## src/rtl/pgwr_pkg.sv

```systemverilog
package pgwr_pkg;

    typedef enum logic [1:0] {
        ST_IDLE   = 2'd0,
        ST_LOAD   = 2'd1,
        ST_PROG   = 2'd2,
        ST_COMMIT = 2'd3
    } eng_state_t;

    localparam int BYTE_W = 8;

endpackage

```

## src/rtl/pgwr_strobe_sync.sv

```systemverilog
module pgwr_strobe_sync #(
    parameter int SYNC_STAGES = 2
) (
    input  logic clk,
    input  logic rst_n,
    input  logic ce_n,
    input  logic oe_n,
    input  logic we_n,
    output logic wr_start,
    output logic wr_end,
    output logic rd_start,
    output logic rd_act
);

    logic [SYNC_STAGES-1:0] ce_sr, oe_sr, we_sr;
    logic s_ce, s_oe, s_we;
    logic wr_act, wr_act_q, rd_act_q;

    always_ff @(posedge clk or negedge rst_n) begin
        if (!rst_n) begin
            ce_sr    <= '1;
            oe_sr    <= '1;
            we_sr    <= '1;
            wr_act_q <= 1'b0;
            rd_act_q <= 1'b0;
        end else begin
            ce_sr    <= {ce_sr[SYNC_STAGES-2:0], ce_n};
            oe_sr    <= {oe_sr[SYNC_STAGES-2:0], oe_n};
            we_sr    <= {we_sr[SYNC_STAGES-2:0], we_n};
            wr_act_q <= wr_act;
            rd_act_q <= rd_act;
        end
    end

    always_comb begin
        s_ce     = ce_sr[SYNC_STAGES-1];
        s_oe     = oe_sr[SYNC_STAGES-1];
        s_we     = we_sr[SYNC_STAGES-1];
        // write armed only with output enable high
        wr_act   = !s_ce && !s_we && s_oe;
        rd_act   = !s_ce && !s_oe && s_we;
        wr_start = wr_act && !wr_act_q;
        wr_end   = !wr_act && wr_act_q;
        rd_start = rd_act && !rd_act_q;
    end

    // a write ends only after it has started
    p_end_follows_start_r3: assert property (@(posedge clk) disable iff (!rst_n)
        wr_end |-> $past(wr_act));

endmodule

```

## src/rtl/pgwr_timer.sv

```systemverilog
module pgwr_timer #(
    parameter int LEN = 16
) (
    input  logic clk,
    input  logic rst_n,
    input  logic start,
    output logic done
);

    localparam int CW = $clog2(LEN + 1);

    logic [CW-1:0] cnt;
    logic          run;

    always_ff @(posedge clk or negedge rst_n) begin
        if (!rst_n) begin
            cnt <= '0;
            run <= 1'b0;
        end else if (start) begin
            cnt <= '0;
            run <= 1'b1;
        end else if (run) begin
            if (cnt == CW'(LEN - 1)) begin
                run <= 1'b0;
            end else begin
                cnt <= cnt + 1'b1;
            end
        end
    end

    always_comb done = run && !start && (cnt == CW'(LEN - 1));

    // an expiry is a single-cycle event
    p_done_single_r7: assert property (@(posedge clk) disable iff (!rst_n)
        done |=> !done);

endmodule

```

## src/rtl/pgwr_page_buf.sv

```systemverilog
module pgwr_page_buf #(
    parameter int PAGE_BYTES = 256
) (
    input  logic                            clk,
    input  logic                            rst_n,
    input  logic                            ld_en,
    input  logic [$clog2(PAGE_BYTES)-1:0]   ld_ofs,
    input  logic [7:0]                      ld_data,
    input  logic                            clr,
    input  logic [$clog2(PAGE_BYTES)-1:0]   rd_ofs,
    output logic [7:0]                      rd_data,
    output logic                            rd_valid,
    output logic [PAGE_BYTES-1:0]           vmask
);

    logic [7:0] slot [PAGE_BYTES];
    logic [PAGE_BYTES-1:0] valid_q;

    generate
        for (genvar g = 0; g < PAGE_BYTES; g++) begin : g_slot
            always_ff @(posedge clk or negedge rst_n) begin
                if (!rst_n) begin
                    valid_q[g] <= 1'b0;
                end else if (clr) begin
                    valid_q[g] <= 1'b0;
                end else if (ld_en && (ld_ofs == g[$clog2(PAGE_BYTES)-1:0])) begin
                    valid_q[g] <= 1'b1;
                end
            end

            always_ff @(posedge clk) begin
                if (ld_en && (ld_ofs == g[$clog2(PAGE_BYTES)-1:0])) begin
                    slot[g] <= ld_data;
                end
            end
        end
    endgenerate

    always_comb begin
        rd_data  = slot[rd_ofs];
        rd_valid = valid_q[rd_ofs];
        vmask    = valid_q;
    end

    // a loaded slot is marked on the following cycle
    p_load_marks_r4: assert property (@(posedge clk) disable iff (!rst_n)
        (ld_en && !clr) |=> valid_q[$past(ld_ofs)]);

endmodule

```

## src/rtl/pgwr_engine.sv

```systemverilog
module pgwr_engine
    import pgwr_pkg::*;
#(
    parameter int ADDR_W      = 19,
    parameter int PAGE_BYTES  = 256,
    parameter int BLC_CYCLES  = 15000,
    parameter int PROG_CYCLES = 1000000
) (
    input  logic              clk,
    input  logic              rst_n,
    input  logic              ce_n,
    input  logic              oe_n,
    input  logic              we_n,
    input  logic [ADDR_W-1:0] addr,
    input  logic [7:0]        din,
    output logic [7:0]        dout,
    output logic              dout_en,
    output logic              busy,
    output logic [ADDR_W-1:0] mem_rd_addr,
    input  logic [7:0]        mem_rd_data,
    output logic              mem_wr_en,
    output logic [ADDR_W-1:0] mem_wr_addr,
    output logic [7:0]        mem_wr_data
);

    localparam int OFS_W = $clog2(PAGE_BYTES);
    localparam int PG_W  = ADDR_W - OFS_W;

    eng_state_t state_q, state_d;

    logic              wr_start, wr_end, rd_start, rd_act;
    logic [ADDR_W-1:0] addr_lat;
    logic [PG_W-1:0]   page_q;
    logic [7:0]        last_q, buf_rd_data, dout_q;
    logic [OFS_W-1:0]  scan_idx;
    logic              tog_q, accept, polling, blc_done, prog_done;
    logic              scan_last, buf_rd_valid;
    logic [PAGE_BYTES-1:0] vmask;

    pgwr_strobe_sync #(.SYNC_STAGES(2)) i_sync (
        .clk      (clk),
        .rst_n    (rst_n),
        .ce_n     (ce_n),
        .oe_n     (oe_n),
        .we_n     (we_n),
        .wr_start (wr_start),
        .wr_end   (wr_end),
        .rd_start (rd_start),
        .rd_act   (rd_act)
    );

    pgwr_timer #(.LEN(BLC_CYCLES)) i_blc_tmr (
        .clk   (clk),
        .rst_n (rst_n),
        .start (accept),
        .done  (blc_done)
    );

    pgwr_timer #(.LEN(PROG_CYCLES)) i_prog_tmr (
        .clk   (clk),
        .rst_n (rst_n),
        .start (blc_done),
        .done  (prog_done)
    );

    pgwr_page_buf #(.PAGE_BYTES(PAGE_BYTES)) i_buf (
        .clk      (clk),
        .rst_n    (rst_n),
        .ld_en    (accept),
        .ld_ofs   (addr_lat[OFS_W-1:0]),
        .ld_data  (din),
        .clr      (scan_last),
        .rd_ofs   (scan_idx),
        .rd_data  (buf_rd_data),
        .rd_valid (buf_rd_valid),
        .vmask    (vmask)
    );

    always_comb begin
        accept    = wr_end && ((state_q == ST_IDLE) || (state_q == ST_LOAD));
        polling   = (state_q == ST_PROG) || (state_q == ST_COMMIT);
        scan_last = (state_q == ST_COMMIT) && (scan_idx == OFS_W'(PAGE_BYTES - 1));
    end

    // next-state logic
    always_comb begin
        state_d = state_q;
        unique case (state_q)
            ST_IDLE:   if (accept)    state_d = ST_LOAD;
            ST_LOAD:   if (blc_done)  state_d = ST_PROG;
            ST_PROG:   if (prog_done) state_d = ST_COMMIT;
            ST_COMMIT: if (scan_last) state_d = ST_IDLE;
            default:                  state_d = ST_IDLE;
        endcase
    end

    // state register
    always_ff @(posedge clk or negedge rst_n) begin
        if (!rst_n) state_q <= ST_IDLE;
        else        state_q <= state_d;
    end

    // datapath registers
    always_ff @(posedge clk or negedge rst_n) begin
        if (!rst_n) begin
            addr_lat <= '0;
            page_q   <= '0;
            last_q   <= '0;
            scan_idx <= '0;
            tog_q    <= 1'b0;
            dout_q   <= '0;
        end else begin
            if (wr_start) addr_lat <= addr;
            if (accept && (state_q == ST_IDLE)) page_q <= addr_lat[ADDR_W-1:OFS_W];
            if (accept) last_q <= din;
            if (state_q == ST_COMMIT) scan_idx <= scan_idx + 1'b1;
            else                      scan_idx <= '0;
            if (blc_done)                tog_q <= 1'b0;
            else if (polling && rd_start) tog_q <= ~tog_q;
            if (!rd_act)      dout_q <= '0;
            else if (polling) dout_q <= {~last_q[7], tog_q, last_q[5:0]};
            else              dout_q <= mem_rd_data;
        end
    end

    // outputs
    always_comb begin
        busy        = (state_q != ST_IDLE);
        mem_wr_en   = (state_q == ST_COMMIT) && buf_rd_valid;
        mem_wr_addr = {page_q, scan_idx};
        mem_wr_data = buf_rd_data;
        mem_rd_addr = addr;
        dout        = dout_q;
        dout_en     = rd_act;
    end

    // drive only when the strobes two cycles back formed a read
    p_drive_rule_r2: assert property (@(posedge clk) disable iff (!rst_n)
        dout_en |-> (!$past(ce_n, 2) && !$past(oe_n, 2) && $past(we_n, 2)));

    // busy starts only from an ended write strobe
    p_busy_start_r3: assert property (@(posedge clk) disable iff (!rst_n)
        $rose(busy) |-> $past(wr_end));

    // array writes occur only inside a busy period
    p_wr_in_busy_r5: assert property (@(posedge clk) disable iff (!rst_n)
        mem_wr_en |-> busy);

    // marks cannot change while the program timer runs
    p_frozen_in_prog_r11: assert property (@(posedge clk) disable iff (!rst_n)
        (state_q == ST_PROG) |=> $stable(vmask));

    // no marks remain once busy drops
    p_mask_clear_r12: assert property (@(posedge clk) disable iff (!rst_n)
        $fell(busy) |-> ($countones(vmask) == 0));

    // each poll start flips the status toggle
    p_toggle_flip_r10: assert property (@(posedge clk) disable iff (!rst_n)
        (polling && rd_start) |=> (tog_q != $past(tog_q)));

endmodule

```

## config.mk

```make
export PLATFORM = sky130hd
export DESIGN_NAME = pgwr_engine
export DESIGN_NICKNAME = d
export VERILOG_FILES = /design/src/rtl/pgwr_pkg.sv /design/src/rtl/pgwr_strobe_sync.sv /design/src/rtl/pgwr_timer.sv /design/src/rtl/pgwr_page_buf.sv /design/src/rtl/pgwr_engine.sv
export SDC_FILE = /design/constraint.sdc
export NUM_CORES = 2
export LEC_CHECK = 0
export BUFFER_PORTS_ARGS = -buffer_cell sky130_fd_sc_hd__buf_2
export CAP_MARGIN = 10
export CORE_MARGIN = 3
export CORE_UTILIZATION = 55
export CTS_BUF_LIST = sky130_fd_sc_hd__clkbuf_8 sky130_fd_sc_hd__clkbuf_16
export DETAILED_ROUTE_END_ITERATION = 6
export PLACE_DENSITY = 0.74
export SLEW_MARGIN = 20
export SYNTH_ARGS = -nofsm -noshare
export SYNTH_HDL_FRONTEND = slang
export SYNTH_SLANG_ARGS = --single-unit
```

## constraint.sdc

```tcl
create_clock -name clk -period 7 [get_ports clk]
set_input_delay 0.35 -clock clk [delete_from_list [all_inputs] [get_ports clk]]
set_output_delay 0.35 -clock clk [all_outputs]
set_load 0.01 [all_outputs]
```

==> impl_table.tex <==
\begin{tabular}{lr}
\hline
Metric & Value \\
\hline
\multicolumn{2}{l}{\textbf{Detailed routing}} \\
DRC marker count from the first detailed-route iteration & between 6000 and 7000 \\
Number of DRC violations after detailed routing & 0 \\
Via count of the routed design & a little over 50000 \\
Number of vias per cell after detailed routing & approximately 6.7 \\
Total wire length & around 250 mm \\
Wirelength per Cell & $\sim$33 um \\
Initial DRT Pass Iterations & 6 \\
Remaining antenna violation count after routing & 0 \\
\multicolumn{2}{l}{\textbf{Timing}} \\
Slew margin rel. & 0.2290 \\
Setup WS post-layout & between 1000 and 1500 ps \\
Max Freq & between 0.15 and 0.2 GHz \\
Setup Skew & approximately 64 ps \\
Unrepaired setup endpoints after global routing & no \\
Final period utilization & 0.8498 \\
Shortest period the worst path allows & between 5000 and 6000 ps \\
Final total negative setup slack & 0 ps \\
Slew at the pin closest to its max-slew limit & between 1000 and 1500 ps \\
Pins Over Slew Limit & 0 \\
Final count of hold timing violations & 0 \\
Finish-stage setup viols & 0 \\
\multicolumn{2}{l}{\textbf{Setup path}} \\
Setup CP Type & flip-flop to output pin \\
Crit path capture & mem\_wr\_data[1] \\
Setup crit end kind & output pin \\
Logic depth of the worst register-to-register path & 8 \\
Cells traversed along the worst timing path & buf\_4 > buf\_12 > mux4\_2 > nand2\_1 > and3\_1 > a21oi\_1 > a221oi\_1 > o21a\_1 > nor3\_1 > buf\_2 \\
Data required time of the worst path & 6650 ps \\
Critical Path AT & $\sim$5600 ps \\
Register-to-Register Setup Slack & between 2000 and 2500 ps \\
Dominant delay contributor by cell family on the critical path & buffers and inverters \\
Logic depth of the worst setup path including buffers & 10 \\
FF-to-FF End & i\_buf.slot[13][1]\$\_DFFE\_PP\_ \\
Buffering stage count on the worst path with inverters included & 3 \\
CP Launch Type & flip-flop \\
Worst reg2reg path startpoint & state\_q[0]\$\_DFFE\_PN0P\_ \\
Largest stage delay, worst path & around 1100 ps \\
Cell with the largest stage delay on the worst path & sky130\_fd\_sc\_hd\_\_dfrtp\_4 \\
Critical-path maximum fanout & 56 \\
Worst setup path startpoint & scan\_idx[0]\$\_DFF\_PN0\_ \\
\multicolumn{2}{l}{\textbf{Yosys}} \\
Number of warnings printed during yosys synthesis & 0 \\
Top area cells in the synthesized netlist & sky130\_fd\_sc\_hd\_\_edfxtp\_1 (64\%), sky130\_fd\_sc\_hd\_\_mux4\_2 (11\%), sky130\_fd\_sc\_hd\_\_dfrtp\_1 (9.2\%) \\
Asr flop ratio synth & 0.1481 \\
Number of enable-type register cells in the synthesized netlist & roughly 2000 \\
Commonest register cell after synthesis & sky130\_fd\_sc\_hd\_\_edfxtp\_1 \\
Area share of and/or/nand/nor cells after synthesis & 0.03086 \\
Post-Syn Area & around 0.096 mm\^{}2 \\
Synthesized-area fraction occupied by xor and xnor cells & 0.003117 \\
Syn Inst Count & approximately 4900 \\
Post-synthesis mux area share & 0.1534 \\
Number of register bits inferred by synthesis & 2404 \\
Area fraction in compound gates after synthesis & 0.05015 \\
Post-synthesis share of cell area spent on full adders, half adders and majority gates & 0.0009169 \\
Cell type with the highest aggregate area in the netlist & sky130\_fd\_sc\_hd\_\_edfxtp\_1 \\
Syn nets & between 4000 and 5000 \\
Mean instance size in the synthesized netlist & 19.37 um\^{}2 \\
Post-synth cell types & 77 \\
Part of the Yosys area used for sequential elements & 0.7371 \\
Fraction of post-synthesis cell area in the top cell type by area & 0.6438 \\
Largest family of logic cells by synthesized area & multiplexers \\
\multicolumn{2}{l}{\textbf{Placed design}} \\
Placed wire-length estimate & 145.1 mm \\
Quantity of I/O buffers inserted on ports & 96 \\
Placed Instance Area & just under 0.1 mm\^{}2 \\
Routability cong. & between 0.9 and 1 \\
Pre-CTS setup slack & 1917 ps \\
\multicolumn{2}{l}{\textbf{GRT}} \\
Total grt overflow & 0 \\
Total GRT Usage & 0.2811 \\
Initial antenna violation count & 5 \\
Maximum number of pins on one net before global-route repair & 141 \\
First-pass GRT wire length & between 300 and 400 mm \\
Number of global-route vias before repair & between 50000 and 60000 \\
\multicolumn{2}{l}{\textbf{Cells and area}} \\
Number of fill cells in the layout & 11655 \\
Layout net count & $\sim$5100 \\
Fraction of final layout cells with drive strength greater than 1 & 0.2157 \\
Most common cell after layout, fill and taps aside & sky130\_fd\_sc\_hd\_\_edfxtp\_1 \\
Signed area change from the synthesized netlist to the final layout & 10.93\% \\
Leading cell types in the layout, fill and taps excluded & sky130\_fd\_sc\_hd\_\_edfxtp\_1 (2048), sky130\_fd\_sc\_hd\_\_mux4\_2 (454), sky130\_fd\_sc\_hd\_\_dfrtp\_1 (344), sky130\_fd\_sc\_hd\_\_mux2i\_1 (293), sky130\_fd\_sc\_hd\_\_nor2\_1 (289) \\
Summed area of non-filler cells in the final layout & $\sim$0.11 mm\^{}2 \\
Final standard cell utilization of the core & 0.6157 \\
\multicolumn{2}{l}{\textbf{Floorplan}} \\
Initial standard-cell utilization of the core & 0.5550 \\
Die extent in y & $\sim$420 um \\
Chip width & approximately 420 um \\
Die footprint & 0.1787 mm\^{}2 \\
Area of the placeable core & 0.1721 mm\^{}2 \\
Num rows & $\sim$150 \\
Total I/O pin count & 97 \\
\multicolumn{2}{l}{\textbf{Worst hold path}} \\
Hold WC Path Type & input port to asynchronous set/reset pin \\
\multicolumn{2}{l}{\textbf{CTS}} \\
Number of CTS-inserted buffers & approximately 230 \\
Clock Pin Slew Worst Setup and Hold Paths & 60 ps \\
Insertion delay to the later sink of the worst-skew pair & $\sim$900 ps \\
Largest buffer count on any clock path & 3 \\
Post-cts hold buffer count & 33 \\
H-tree levels & 4 \\
Clock tree from TritonCTS & built \\
Count of instances resized after the clock tree is built & 0 \\
Post-CTS setup buffer count & 0 \\
Clock tree root buffer cell & sky130\_fd\_sc\_hd\_\_clkbuf\_16 \\
Num Clock Sinks & approximately 2400 \\
\multicolumn{2}{l}{\textbf{Power}} \\
Seq pwr share & 0.459 \\
Clock share of power & 0.359 \\
P\_leak & around 0.035 uW \\
Maximum VDD drop & approximately 270 uV \\
Switching power total & around 9000 uW \\
Power Dens Cells & between 300 and 400 mW/mm\^{}2 \\
Internal Power & approximately 26000 uW \\
Sw Share & 0.2591 \\
Logic gate share of total power & 0.182 \\
\multicolumn{2}{l}{\textbf{Job}} \\
MaxCap Viol Count & 0 \\
\multicolumn{2}{l}{\textbf{Outcome}} \\
Outcome & completed \\
\hline
\end{tabular}
[Yosys cell counts (all sizes together) (20+ instances only)]
| cell type | number |
|---|---|
| edfxtp | 2048 |
| nand2 | 162 |
| mux2 | 51 |
| a221oi | 73 |
| nor2 | 328 |
| xor2 | 21 |
| buf | 203 |
| a21oi | 74 |
| nand3 | 40 |
| dfrtp | 350 |
| a211oi | 25 |
| mux2i | 293 |
| a22oi | 53 |
| a31oi | 27 |
| nor3 | 24 |
| mux4 | 489 |
| nor2b | 20 |
| o21a | 257 |
| o21ai | 44 |
| clkbuf | 111 |
[logic make-up after synthesis]
| family | Yosys count |
|---|---|
| flip-flops | 2404 |
| multiplexers | 833 |
| AND/OR/NAND/NOR | 671 |
| AO/OA/AOI/OAI | 652 |
| buffers and inverters | 331 |
| XOR/XNOR | 34 |
| adder cells (fa/ha/maj) | 7 |
[routing by layer]
layer  share of wire  track usage  vias up
met5         0.00034            0        -
met4           0.055       0.1390       12
met3            0.11      0.07404      691
met2            0.46       0.4215     3207
met1            0.37       0.3866    26390
li1                -            -    20276
[state kept, by name (all words and copies together) (netlist names), 2 cells and up]
register and cells:
i_sync.ce_sr 2, i_sync.we_sr 2, i_buf.slot 2048, i_buf.vmask 256, addr_lat 19, scan_idx 8
page_q 11, i_prog_tmr.cnt 20, i_sync.oe_sr 2, i_blc_tmr.cnt 14, last_q 7, state_q 2
dout 8
[how the worst min path moves through the flow]
stage	start	end	slack, ps	cells after the start
global route	rst_n	i_buf.vmask[33]$_DFFE_PN0P_	100	2
finish	rst_n	i_buf.vmask[33]$_DFFE_PN0P_	60	2
detailed placement	rst_n	i_buf.vmask[233]$_DFFE_PN0P_	330	1
floorplan	rst_n	addr_lat[0]$_DFFE_PN0P_	50	0
global placement	rst_n	i_buf.vmask[36]$_DFFE_PN0P_	330	1
CTS	rst_n	i_buf.vmask[33]$_DFFE_PN0P_	50	2
[metrics by stage]
step / hold slack (ps) / cells / total power [uW]
6_report: 59.64 / 7600 / 34840
5_1_grt: 96.02 / 7596 / 35870
4_1_cts: 48.08 / 7594 / 34930
3_5_place_dp: 330.0 / 7133 / 22590
3_3_place_gp: 329.7 / 7132 / 22510
2_1_floorplan: 54.41 / 4932 / 21150
[cell type report]
class                   count  area, um^2  share of cell area
flip-flops and latches   2404       70430              0.6647
multi-input cells        2197       22930              0.2164
clock buffers             262        6151             0.05805
well taps                2310        2890             0.02728
repair buffers            241        1944             0.01835
clock inverters           166        1534             0.01448
inverters                  16       67.56           0.0006376
diodes                      4       10.01          0.00009446
[worst reg2reg max path, stage by stage (launching register included)]
cell                      delay [ps]
sky130_fd_sc_hd__dfrtp_1         410
sky130_fd_sc_hd__inv_1           110
sky130_fd_sc_hd__ha_1            280
sky130_fd_sc_hd__o211a_1         800
sky130_fd_sc_hd__nand2_1         110
sky130_fd_sc_hd__nor2_1          290
sky130_fd_sc_hd__nand3_2         690
sky130_fd_sc_hd__buf_4           530
sky130_fd_sc_hd__nor2_1          900
[power groups by stage]
stage / Combinational [uW] / Sequential [uW] / Clock [uW]
after CTS: 6340 / 16000 / 12600
after detailed placement: 6300 / 16300 / 0
final: 6340 / 16000 / 12500
after floorplan: 4990 / 16200 / 0
after global placement: 6230 / 16300 / 0
after global routing: 6680 / 16000 / 13200
Power figures use the tool's default switching activity.
